==> config.mk <==
export PLATFORM = sky130hd
export DESIGN_NAME = rtc_alarm_irq
export DESIGN_NICKNAME = d
export VERILOG_FILES = /design/src/rtl/rtc_alarm_pkg.sv /design/src/rtl/alarm_regs.sv /design/src/rtl/alarm_match.sv /design/src/rtl/alarm_flag.sv /design/src/rtl/rtc_alarm_irq.sv
export SDC_FILE = /design/constraint.sdc
export NUM_CORES = 1
export LEC_CHECK = 0
export ABC_AREA = 1
export BUFFER_PORTS_ARGS = -buffer_cell sky130_fd_sc_hd__buf_2
export CORE_MARGIN = 2
export CORE_UTILIZATION = 51
export DETAILED_ROUTE_END_ITERATION = 12
export PLACE_DENSITY = 0.8
export SYNTH_ARGS = -nofsm -noshare
export SYNTH_HDL_FRONTEND = slang
export SYNTH_SLANG_ARGS = --single-unit
==> constraint.sdc <==
create_clock -name clk_i -period 1.6 [get_ports clk_i]
set_input_delay 0.08 -clock clk_i [delete_from_list [all_inputs] [get_ports clk_i]]
set_output_delay 0.08 -clock clk_i [all_outputs]
set_load 0.01 [all_outputs]
==> src/rtl/rtc_alarm_pkg.sv <==
package rtc_alarm_pkg;
  localparam int NFIELD = 4;
  localparam int FW = 8;
  typedef logic [NFIELD-1:0][FW-1:0] fields_t;
  // index 0 sec, 1 min, 2 hour, 3 date
  localparam fields_t FIELD_MASK = {8'h3F, 8'h3F, 8'h7F, 8'h7F};

  // repeat code -> compare enable per field
  function automatic logic [NFIELD-1:0] rpt_cmp_en(input logic [NFIELD-1:0] rpt);
    case (rpt)
      4'b1110: return 4'b0001;
      4'b1100: return 4'b0011;
      4'b1000: return 4'b0111;
      4'b0000: return 4'b1111;
      default: return 4'b0000;
    endcase
  endfunction
endpackage

==> src/rtl/alarm_regs.sv <==
module alarm_regs import rtc_alarm_pkg::*; #(
  parameter int ADDR_W = 13,
  parameter logic [ADDR_W-1:0] FLAG_ADDR = 13'h1FF0,
  parameter logic [ADDR_W-1:0] ALM_BASE  = 13'h1FF2,
  parameter logic [ADDR_W-1:0] CTRL_ADDR = 13'h1FF6
) (
  input  logic              clk_i,
  input  logic              rst_ni,
  input  logic [ADDR_W-1:0] addr_i,
  input  logic              rd_i,
  input  logic              wr_i,
  input  logic [FW-1:0]     wdata_i,
  input  logic              af_i,
  output logic [FW-1:0]     rdata_o,
  output fields_t           alm_o,
  output logic              afe_o,
  output logic              abe_o
);
  localparam int AF_BIT = 6;
  localparam int AFE_BIT = 7;
  localparam int ABE_BIT = 6;

  fields_t alm_q;
  logic    afe_q, abe_q;

  // alarm bytes are battery-backed: not cleared by power-up reset
  for (genvar i = 0; i < NFIELD; i++) begin : g_alm
    logic we;
    assign we = wr_i && (addr_i == ALM_BASE + ADDR_W'(i));
    always_ff @(posedge clk_i) begin
      if (we) alm_q[i] <= wdata_i;
    end
  end

  always_ff @(posedge clk_i or negedge rst_ni) begin
    if (!rst_ni) begin
      afe_q <= 1'b0;
      abe_q <= 1'b0;
    end else if (wr_i && addr_i == CTRL_ADDR) begin
      afe_q <= wdata_i[AFE_BIT];
      abe_q <= wdata_i[ABE_BIT];
    end
  end

  always_comb begin
    rdata_o = '0;
    if (rd_i) begin
      if (addr_i == FLAG_ADDR) rdata_o[AF_BIT] = af_i;
      else if (addr_i == CTRL_ADDR) begin
        rdata_o[AFE_BIT] = afe_q;
        rdata_o[ABE_BIT] = abe_q;
      end else begin
        for (int i = 0; i < NFIELD; i++)
          if (addr_i == ALM_BASE + ADDR_W'(i)) rdata_o = alm_q[i];
      end
    end
  end

  assign alm_o = alm_q;
  assign afe_o = afe_q;
  assign abe_o = abe_q;

  assert_ctrl_write_R2: assert property (@(posedge clk_i) disable iff (!rst_ni)
    (wr_i && addr_i == CTRL_ADDR) |=> (afe_q == $past(wdata_i[AFE_BIT])));
endmodule

==> src/rtl/alarm_match.sv <==
module alarm_match import rtc_alarm_pkg::*; (
  input  fields_t alm_i,
  input  fields_t now_i,
  input  logic    tick_i,
  output logic    hit_o
);
  logic [NFIELD-1:0] rpt, eq, en;
  logic              off;

  for (genvar i = 0; i < NFIELD; i++) begin : g_cmp
    assign rpt[i] = alm_i[i][FW-1];
    assign eq[i]  = ((alm_i[i] ^ now_i[i]) & FIELD_MASK[i]) == '0;
  end

  assign en    = rpt_cmp_en(rpt);
  assign off   = (rpt == '0) && ((alm_i[NFIELD-1] & FIELD_MASK[NFIELD-1]) == '0);
  assign hit_o = tick_i && !off && (&(eq | ~en));

  always_comb begin
    if (!tick_i) assert_no_hit_without_tick_R12: assert (!hit_o);
  end
endmodule

==> src/rtl/alarm_flag.sv <==
module alarm_flag (
  input  logic clk_i,
  input  logic rst_ni,
  input  logic hit_i,
  input  logic flags_sel_i,
  input  logic rd_i,
  input  logic afe_i,
  input  logic abe_i,
  input  logic backup_i,
  output logic af_o,
  output logic irq_o
);
  logic af_q, pend_q;

  // flag is battery-backed; only the pending state is reset
  always_ff @(posedge clk_i) begin
    if (flags_sel_i) begin
      if (rd_i) af_q <= 1'b0;
    end else if (hit_i || pend_q) begin
      af_q <= 1'b1;
    end
  end

  always_ff @(posedge clk_i or negedge rst_ni) begin
    if (!rst_ni)                      pend_q <= 1'b0;
    else if (flags_sel_i && hit_i)    pend_q <= 1'b1;
    else if (!flags_sel_i)            pend_q <= 1'b0;
  end

  assign af_o  = af_q;
  assign irq_o = af_q && afe_i && (!backup_i || abe_i);

  assert_hit_sets_af_R5: assert property (@(posedge clk_i) disable iff (!rst_ni)
    (hit_i && !flags_sel_i) |=> af_q);
  assert_read_clears_af_R6: assert property (@(posedge clk_i) disable iff (!rst_ni)
    (rd_i && flags_sel_i) |=> !af_q);
  assert_no_set_while_latched_R7: assert property (@(posedge clk_i) disable iff (!rst_ni)
    flags_sel_i |=> !$rose(af_q));
  assert_pending_release_R7: assert property (@(posedge clk_i) disable iff (!rst_ni)
    (pend_q && !flags_sel_i) |=> (af_q && !pend_q));
endmodule

==> src/rtl/rtc_alarm_irq.sv <==
module rtc_alarm_irq import rtc_alarm_pkg::*; #(
  parameter int ADDR_W = 13,
  parameter logic [ADDR_W-1:0] FLAG_ADDR = 13'h1FF0,
  parameter logic [ADDR_W-1:0] ALM_BASE  = 13'h1FF2,
  parameter logic [ADDR_W-1:0] CTRL_ADDR = 13'h1FF6
) (
  input  logic              clk_i,
  input  logic              rst_ni,
  input  logic [ADDR_W-1:0] addr_i,
  input  logic              rd_i,
  input  logic              wr_i,
  input  logic [7:0]        wdata_i,
  output logic [7:0]        rdata_o,
  input  logic              tick_i,
  input  logic [7:0]        sec_i,
  input  logic [7:0]        min_i,
  input  logic [7:0]        hour_i,
  input  logic [7:0]        date_i,
  input  logic              backup_i,
  output logic              irq_no,
  output logic              irq_oe_o
);
  fields_t alm, now;
  logic    afe, abe, af, hit, irq, flags_sel;

  assign now       = {date_i, hour_i, min_i, sec_i};
  assign flags_sel = (addr_i == FLAG_ADDR);

  alarm_regs #(
    .ADDR_W(ADDR_W), .FLAG_ADDR(FLAG_ADDR), .ALM_BASE(ALM_BASE), .CTRL_ADDR(CTRL_ADDR)
  ) u_regs (
    .clk_i, .rst_ni, .addr_i, .rd_i, .wr_i, .wdata_i,
    .af_i(af), .rdata_o, .alm_o(alm), .afe_o(afe), .abe_o(abe)
  );

  alarm_match u_match (.alm_i(alm), .now_i(now), .tick_i, .hit_o(hit));

  alarm_flag u_flag (
    .clk_i, .rst_ni, .hit_i(hit), .flags_sel_i(flags_sel), .rd_i,
    .afe_i(afe), .abe_i(abe), .backup_i, .af_o(af), .irq_o(irq)
  );

  assign irq_no   = ~irq;
  assign irq_oe_o = irq;

  assert_backup_gate_R8: assert property (@(posedge clk_i) disable iff (!rst_ni)
    (backup_i && !abe) |-> !irq_oe_o);
  assert_afe_gate_R5: assert property (@(posedge clk_i) disable iff (!rst_ni)
    !afe |-> irq_no);
  assert_oe_polarity_R11: assert property (@(posedge clk_i) disable iff (!rst_ni)
    irq_oe_o != irq_no);
endmodule

Yosys cells after proc, flatten, opt, wreduce, memory -nomap -nowiden
Index checks and enable logic that the tools add are counted.

Register bits after elaboration: 36. Bits in latches: 0. RAM bits: 0. Memory bits (read-only): 0. Bits of input ports: 59. Logic and storage cells: 66. Memories kept: 0.

Add/sub/neg operators: 0. $mul: 0. Div/mod/pow operators: 0. Magnitude comparators: 0. Equality and inequality tests: 11. Shift-type cells: 0. Mux-type cells: 16. Bitwise gates (word level): 7. Reduce and logical (&&, ||, !) cells: 24.

Operator list (count): $eq 13x13->1 const B (6); $logic_not 8->1 (5); $mux 8 (5); $pmux 4 s4 (1); $xor 7x7->7 (2); $eq 4x4->1 const B (3); $mux 6 (2); $xor 6x6->6 (2); $logic_and 1x1->1 (11); $mux 1 (7); $logic_not 4->1 (1); $ne 2x2->1 const B (2); $not 4->4 (1); $or 4x4->4 (1); $reduce_and 4->1 (1); $logic_not 1->1 (2); $logic_or 1x1->1 (2); $mux 2 (1); $reduce_and 2->1 (1); $reduce_bool 2->1 (1); $not 1->1 (1).

Longest topological paths before layout
Gate-level depths: netlist of the first run.

Depth in word-level cells: 9. Mapped depth: 12. Depth with buffers taken out: 12.

By module
A second synthesis of the first run with hierarchy kept.

Cell total of the unflattened synthesis: 302. Area total of the unflattened synthesis: 2337.2 um^2.

By module, submodules not included: alarm_regs (instances 1, cells each 145, area each 1634.1 um^2, seq. area each 1011.0 um^2); alarm_match (instances 1, cells each 132, area each 555.5 um^2, seq. area each 0.0 um^2); alarm_flag (instances 1, cells each 11, area each 95.1 um^2, seq. area each 55.1 um^2); rtc_alarm_irq (instances 1, cells each 14, area each 52.6 um^2, seq. area each 0.0 um^2).

Worst setup path before layout of the first run
No wires, ideal clock.

Path kind: input to register. Start: input addr_i[7]. End: register u_regs.alm_q, in the netlist u_regs.alm_o[0], enable pin. Setup time: 0.395 ns. Arrival: 1.268 ns. Required time: 1.205 ns. Setup slack: -0.062 ns. Cell stages on the path: 3. Buffers on the path: 0. Path through: nand3_1 -> nand3b_4 -> nor4_1.

Cells in the longest elaborated chain, start to end: 2.

RTL lines: start, declared (line rtc_alarm_irq.sv:9) `input logic [ADDR_W-1:0] addr_i,`; $eq 13x13->1 (line alarm_regs.sv:29) `assign we = wr_i && (addr_i == ALM_BASE + ADDR_W'(i));`; $logic_and 1x1->1 (line alarm_regs.sv:29); net u_regs.g_alm[0].we (line alarm_regs.sv:28) `logic we;`; end signal, assigned by index (line alarm_regs.sv:31) `if (we) alm_q[i] <= wdata_i;`; end, declared (line alarm_regs.sv:23) `fields_t alm_q;`.

The timed path passes the listed nets, and every way through them passes these cells. A chain may end at the register's enable or synchronous reset.

Final worst setup path of the first run
Start: register u_regs.alm_q, in the netlist u_regs.alm_o[10]. End: register u_flag.af_q (netlist: u_flag.af_o), enable pin.

Cells in the longest elaborated chain, start to end: 8.

RTL lines: $xor 7x7->7 (line alarm_match.sv:12) `assign eq[i] = ((alm_i[i] ^ now_i[i]) & FIELD_MASK[i]) == '0;`; $logic_not 8->1 (line alarm_match.sv:12); $or 4x4->4 (line alarm_match.sv:17) `assign hit_o = tick_i && !off && (&(eq | ~en));`; $reduce_and 4->1 (line alarm_match.sv:17); $logic_and 1x1->1 (line alarm_match.sv:17); $logic_or 1x1->1 (line alarm_flag.sv:19) `end else if (hit_i || pend_q) begin`; $reduce_bool 2->1 (no source line); $reduce_and 2->1 (no source line); end signal, assigned (line alarm_flag.sv:18) `if (rd_i) af_q <= 1'b0;`; end signal, assigned (line alarm_flag.sv:20) `af_q <= 1'b1;`; end, declared (line alarm_flag.sv:13) `logic af_q, pend_q;`.

No other way between the ends.

==> reports/metrics.cfg, run 1 <==
[floorplanning]
die-area_sq_um = 4930
core_sq_um = 4290
die_w_um = 70.2
die_h_um = 70.2
start_util_pct = 52.1
rows = 24
io_pins = 69

[placed_design]
port_buffers = 62
place_area_sq_um = 2660
place.gp.congestion = 0.856
dp_hpwl_um = 4020

[logic_synthesis]
synth.avg_cell_area_sq_um = 8.19
netlist_area_sq_um = 2240
ys_seq_elements = 36
ys_top_cells_by_area = edfxtp_1, nand2_1, inv_1
synth_nets = 332
ys_types = 32
ys_seq_area_share_pct = 47.7
yosysTopAreaCellShare_pct = 44.3
synth_top_area_cell = edfxtp_1
synthCells = 273
ys_warn_count = 0

[detailed_routing]
ant_nets = 0
vias = 2044
wl_um = 5290
firstDrtPassIters = 4
drtIter0Drc = 119
wl_per_cell_um = 13.0
drcViolationCount = 0
vias_per_cell = 5.02

[power_and_ir_drop]
totalPowerFinal_mw = 1.84
vdd_drop_max_v = 0.000529
total_leakage_power_nw = 1.42
powerDensity_nw_per_um2 = 638

[global_route]
grtUsageTotal_pct = 22.0
grt_pass1_wl_um = 8320
antenna_found_initial = 0
grt_pass1_vias = 1899
met2_usage_pct = 37.1
use_met3_pct = 4.62
grt-busiest-layer = met2
grt-ovfl-total = 0
grt_max_degree = 18
globalRouteMet1Util_pct = 28.2

[worst_hold_path]
hold_class = primary input to register
min_path_cells = 1
holdPathEnd = u_regs.alm_o[11]
hold_start = wdata_i[3]

[timing]
timing.final.crit_share_pct = 100
slew_headroom_pct = 76.5
fmax_ghz = 0.623
fin_hold_ws_ns = 0.0240
post-route-min-period_ns = 1.61
final-hold-violation-count = 0
tns_ns = -0.00509
rsz0062_at_grt = yes
clock_skew_ns = 0.00428
finalSetupViolations = 1
worstMarginPinSlew_ns = 0.351
postLayoutSetupSlackWorst_ns = -0.00509
slew_violations = 0

[critical_path]
rr_endpoint = u_flag.af_o
r2r_slack_ns = -0.005
path_cells = nand2_1 > nand2_1 > nor2_1 > nand2_1 > nor2_1 > nor2_1 > nor2_1 > nand3_1 > nand2_1 > nand2_1 > nand2_1
rr_worst_depth = 11
crit_type = register to register
worstPathArrival_ns = 1.62
worst_path_max_delay_cell = edfxtp_1
r2r-start = u_regs.alm_o[10]
start_kind = register
required_ns = 1.61
critPathMaxStageDelay_ns = 0.43
crit_top_cell = nand2_1
end_kind = register
cp_max_fo = 3

[cts]
h-tree-depth = 2
clockBufferDepth = 2
clock-sinks = 36
numCtsBuffers = 5
cts_root_buf = clkbuf_8
clk_latency_ns = 0.29
clkTransAtPathRegs_ns = 0.07
cts_tree = built

[flow_run]
drv_cap = 0

[cells_and_area]
syn2layout_area_growth_pct = 29.0
drive_gt1_share_pct = 30.1
fillCellCount = 371
diodes = 0
final_area_sq_um = 2890
final_nets = 413

[outcome]
violations = negative setup slack
status = finished, violations left

## where the power goes
part / leakage, nW / switching (mW) / total, mW / internal (mW)
logic: 1.04 / 0.102 / 0.197 / 0.0946
registers: 0.336 / 0.000174 / 1.03 / 1.03
clock network: 0.0388 / 0.318 / 0.619 / 0.302
## critical path, delay by kind of cell, from the launching register on
family / cells / cell delay [ns]
flip-flops: 1 / 0.43
AND/OR/NAND/NOR: 11 / 0.89
## worst max-delay path by stage
| stage | from | to | depth (start not counted) | slack [ns] |
|---|---|---|---|---|
| floorplan | addr_i[2] | u_regs.alm_o[10] | 5 | 0.05 |
| global placement | u_regs.alm_o[8] | u_flag.af_o | 11 | 0.05 |
| detailed placement | u_regs.alm_o[10] | u_flag.af_o | 11 | 0.02 |
| CTS | u_regs.alm_o[10] | u_flag.af_o | 11 | 0.001 |
| global route | u_regs.alm_o[10] | u_flag.af_o | 11 | -0.18 |
| finish | u_regs.alm_o[10] | u_flag.af_o | 11 | -0.005 |
## per-layer routing
metal | share of wire (%) | up-vias
li1 | - | 1043
met5 | 0 | -
met1 | 42 | 935
met2 | 51 | 60
met3 | 6.1 | 6
met4 | 0.91 | 0
## cells in the final DEF (no fill, tap or decap), types with 6 or more instances in the layout
cell,n
o21ai_0,11
nor2_1,34
nand3_1,17
xnor2_1,6
inv_1,49
buf_4,11
buf_2,58
edfxtp_1,33
a21oi_1,6
nand2_1,61
nand4_1,8
## flip-flops by register name (all words and copies together), names as in the netlist
register       cells
u_flag.af_o        1
u_flag.pend_q      1
u_regs.abe_o       1
u_regs.alm_o      32
u_regs.afe_o       1
## metrics by stage
step / instances / util [%] / worst slack, ns
3_5_place_dp: 393 / 61.9 / 0.0195
2_1_floorplan: 273 / - / 0.0492
5_1_grt: 407 / 67.2 / -0.179
4_1_cts: 402 / 64.1 / 0.000965
6_report: 407 / 67.2 / -0.00509
3_3_place_gp: 393 / 61.9 / 0.0462
## synth_stat cells (all sizes together)
master / count
a21boi: 1
a21o: 1
a21oi: 8
buf: 2
dfrtp: 3
edfxtp: 33
inv: 50
nand2: 67
nand3: 22
nand3b: 2
nand4: 8
nor2: 40
nor3: 3
nor4: 1
o211ai: 1
o21ai: 14
o21bai: 6
o31ai: 1
or2: 2
xnor2: 6
xor2: 2
## cell type report
cell class | count | area (sq um) | area share (%)
flip-flops and latches | 36 | 1070 | 36.9
well taps | 52 | 65.1 | 2.25
repair buffers | 76 | 468 | 16.2
clock buffers | 6 | 72.6 | 2.52
inverters | 50 | 188 | 6.50
multi-input cells | 185 | 1010 | 35.2
clock inverters | 2 | 11.3 | 0.390
## timing repair
action                                 in CTS  in global routing
hold buffers                                1                  0
resized for setup                           0                 17
setup buffers                               0                  4
setup endpoints to repair                   0                  9
endpoints found under the hold margin       3                  0
## kinds of logic after synthesis
group	count (synthesis)	share of synthesized area (%)
flip-flops	36	47.7
AO/OA/AOI/OAI	32	8.67
XOR/XNOR	8	3.13
AND/OR/NAND/NOR	145	31.2
buffers and inverters	52	9.40
No activity file was read; power rests on OpenSTA's default activity.
==> inputs of run 2 (changes only) <==
--- a/config.mk
+++ b/config.mk
@@ -8,9 +8,10 @@
 export ABC_AREA = 1
 export BUFFER_PORTS_ARGS = -buffer_cell sky130_fd_sc_hd__buf_2
 export CORE_MARGIN = 2
-export CORE_UTILIZATION = 51
+export CORE_UTILIZATION = 52
 export DETAILED_ROUTE_END_ITERATION = 12
 export PLACE_DENSITY = 0.8
 export SYNTH_ARGS = -nofsm -noshare
 export SYNTH_HDL_FRONTEND = slang
+export SYNTH_HIERARCHICAL = 1
 export SYNTH_SLANG_ARGS = --single-unit
==> reports/metrics.cfg, run 2 <==
[critical_path]
path_buf_inv = 0  ; unchanged
path_cells = xor2_1 > nor2_1 > nand2_1 > o21bai_1 > nand2_1 > nor2_4 > o21ai_2 > nand2_1  ; was nand2_1 > nand2_1 > nor2_1 > nand2_1 > nor2_1 > nor2_1 > nor2_1 > nand3_1 > nand2_1 > nand2_1 > nand2_1
required_ns = 1.60  ; was 1.61 ns
worstPathArrival_ns = 1.55  ; was 1.62 ns
r2r_slack_ns = 0.05  ; was -0.005 ns
crit_top_cell = nand2_1  ; unchanged
cp_top_family = simple AND/OR/NAND/NOR gates  ; unchanged
path_depth = 8  ; was 11
cp_max_fo = 2  ; was 3
end_kind = register  ; unchanged
worst_path_max_delay_cell = edfxtp_1  ; unchanged
start_kind = register  ; unchanged
rr_worst_depth = 8  ; was 11
critPathMaxStageDelay_ns = 0.41  ; was 0.43 ns
crit_type = register to register  ; unchanged

[timing]
fin_hold_ws_ns = 0.0279  ; was 0.0240 ns
rsz0062_at_grt = yes  ; unchanged
slew_violations = 0  ; unchanged
worstMarginPinSlew_ns = 0.305  ; was 0.351 ns
slew_headroom_pct = 79.6  ; was 76.5%
post-route-min-period_ns = 1.55  ; was 1.61 ns
clock_skew_ns = 0.00620  ; was 0.00428 ns
final-hold-violation-count = 0  ; unchanged
finalSetupViolations = 0  ; was 1
timing.final.crit_share_pct = 97.0  ; was 100%
fmax_ghz = 0.644  ; was 0.623 GHz

[detailed_routing]
ant_nets = 0  ; unchanged
vias_per_cell = 4.98  ; was 5.02
wl_um = 5580  ; was 5290 um
drtIter0Drc = 122  ; was 119
vias = 2199  ; was 2044
drcViolationCount = 0  ; unchanged
firstDrtPassIters = 4  ; unchanged
wl_per_cell_um = 12.6  ; was 13.0 um

[logic_synthesis]
synthCells = 302  ; was 273
synth.avg_cell_area_sq_um = 7.74  ; was 8.19 sq um
yosysTopAreaCellShare_pct = 42.4  ; was 44.3%
yosys-top-cells-count = nand2_1, inv_1, nor2_1  ; unchanged
synth_nets = 361  ; was 332
ys_types = 32  ; unchanged
synth_async_sr_flop_share_pct = 8.33  ; unchanged
ys_seq_area_share_pct = 45.6  ; was 47.7%
synthMostInstantiatedCell = nand2_1  ; unchanged
synth_ff_type = edfxtp_1  ; unchanged
ys_warn_count = 6  ; was 0
netlist_area_sq_um = 2340  ; was 2240 sq um
synth_top_area_cell = edfxtp_1  ; unchanged
ys_seq_elements = 36  ; unchanged
synth-edff-count = 33  ; unchanged
ys_top_cells_by_area = edfxtp_1, nand2_1, inv_1  ; unchanged

[cells_and_area]
largest_register_ffs = 32  ; unchanged
diodes = 0  ; unchanged
drive_gt1_share_pct = 30.0  ; was 30.1%
syn2layout_area_growth_pct = 26.6  ; was 29.0%
final_area_sq_um = 2960  ; was 2890 sq um
final_nets = 449  ; was 413
final_cell_mix = nand2_1, buf_2, inv_1, nor2_1, edfxtp_1  ; unchanged
fillCellCount = 342  ; was 371
mostFrequentLayoutCell = nand2_1  ; unchanged

[placed_design]
port_buffers = 62  ; unchanged
dp_hpwl_um = 4390  ; was 4020 um
place.gp.congestion = 0.862  ; was 0.856
place_area_sq_um = 2820  ; was 2660 sq um

[worst_hold_path]
hold_class = primary input to register  ; unchanged
min_path_cells = 1  ; unchanged

[cts]
numCtsBuffers = 5  ; unchanged
clk_latency_ns = 0.27  ; was 0.29 ns
clockBufferDepth = 2  ; unchanged
clock-sinks = 36  ; unchanged
cts_tree = built  ; unchanged
cts_root_buf = clkbuf_8  ; unchanged
h-tree-depth = 2  ; unchanged
clkTransAtPathRegs_ns = 0.07  ; about the same

[global_route]
grtUsageTotal_pct = 22.8  ; was 22.0%
antenna_found_initial = 0  ; unchanged
grt-ovfl-total = 0  ; unchanged
grt_pass1_vias = 2076  ; was 1899
grt_pass1_wl_um = 8980  ; was 8320 um
grt_max_degree = 13  ; was 18

[floorplanning]
start_util_pct = 53.7  ; was 52.1%
die_h_um = 71.0  ; was 70.2 um
core_sq_um = 4350  ; was 4290 sq um
io_pins = 69  ; unchanged
rows = 24  ; unchanged
die-area_sq_um = 5050  ; was 4930 sq um
die_w_um = 71.0  ; was 70.2 um

[power_and_ir_drop]
powerDensity_nw_per_um2 = 612  ; was 638 nW/um^2
total_leakage_power_nw = 1.51  ; was 1.42 nW
vdd_drop_max_v = 0.000705  ; was 0.000529 V

[flow_run]
drv_cap = 0  ; unchanged

[outcome]
status = finished clean  ; was finished, violations left

-- run 2: cell types whose count changed in the layout (fill, tap and decap cells not counted), moves of 4 or more --
cell | previous run | this run
nand4_1 | 8 | 2
a21oi_1 | 6 | 12
o21bai_1 | 5 | 1
nand3_1 | 17 | 29
buf_6 | 4 | 0
nand2_1 | 61 | 79
buf_2 | 58 | 62
buf_4 | 11 | 21
-- run 2: final cells by class --
cell class              instances  area (sq um)  area share (%)
multi-input cells             210          1070            36.3
flip-flops and latches         36          1070            36.0
clock inverters                 1          5.00           0.169
repair buffers                 84           478            16.2
well taps                      52          65.1            2.20
clock buffers                   6          72.6            2.45
inverters                      53           199            6.72
-- run 2: power by group --
part           internal [mW]  switching (mW)  total [mW]
logic                 0.0861           0.112       0.198
clock network          0.296           0.289       0.585
registers               1.03        0.000499        1.03
-- run 2: logic make-up after synthesis --
group / after synthesis / share of synthesized area (%)
AO/OA/AOI/OAI: 32 / 7.50
buffers and inverters: 56 / 9.42
flip-flops: 36 / 45.6
AND/OR/NAND/NOR: 169 / 34.0
multiplexers: 1 / 0.482
XOR/XNOR: 8 / 3.00
-- run 2: timing repair --
item / CTS / global route
endpoints found under the setup margin: 1 / 2
setup buffers: 0 / 5
hold endpoints to repair: 3 / 0
pin swaps: 0 / 5
hold buffers: 1 / 0
resized for setup: 1 / 4
-- run 2: path summary, 6_finish.rpt --
| path | startpoint | end |
|---|---|---|
| worst max-delay path | u_regs/alm_o[3] | u_flag/af_o |
| worst min-delay path | wdata_i[5] | u_regs/alm_o[13] |
| worst max register to register | u_regs/alm_o[3] | u_flag/af_o |
| worst min register to register | u_regs/abe_o | u_regs/abe_o |
| max in group asynchronous | rst_ni | u_regs/afe_o |
| min in group asynchronous | rst_ni | u_flag/pend_q |
-- run 2: per-stage QoR --
stage | setup slack, ns | util (%) | instances | power, mW | TNS [ns]
detailed placement | -0.00916 | 64.7 | 429 | 1.24 | -0.00916
global route | -0.0802 | 68.0 | 442 | 1.89 | -0.0802
CTS | 0.0152 | 66.8 | 437 | 1.82 | 0
global placement | 0.0318 | 64.7 | 429 | 1.23 | 0
finish | 0.0482 | 68.0 | 442 | 1.81 | 0
floorplan | 0.0828 | - | 302 | 1.13 | 0
-- run 2: per-layer routing --
| layer | up-vias | global-route usage (%) | share of wire [%] |
|---|---|---|---|
| li1 | 1144 | - | - |
| met3 | 6 | 2.85 | 5.9 |
| met1 | 985 | 30.9 | 43 |
| met2 | 64 | 38.6 | 50 |
| met5 | - | 0 | 0 |
| met4 | 0 | 6.29 | 0.91 |
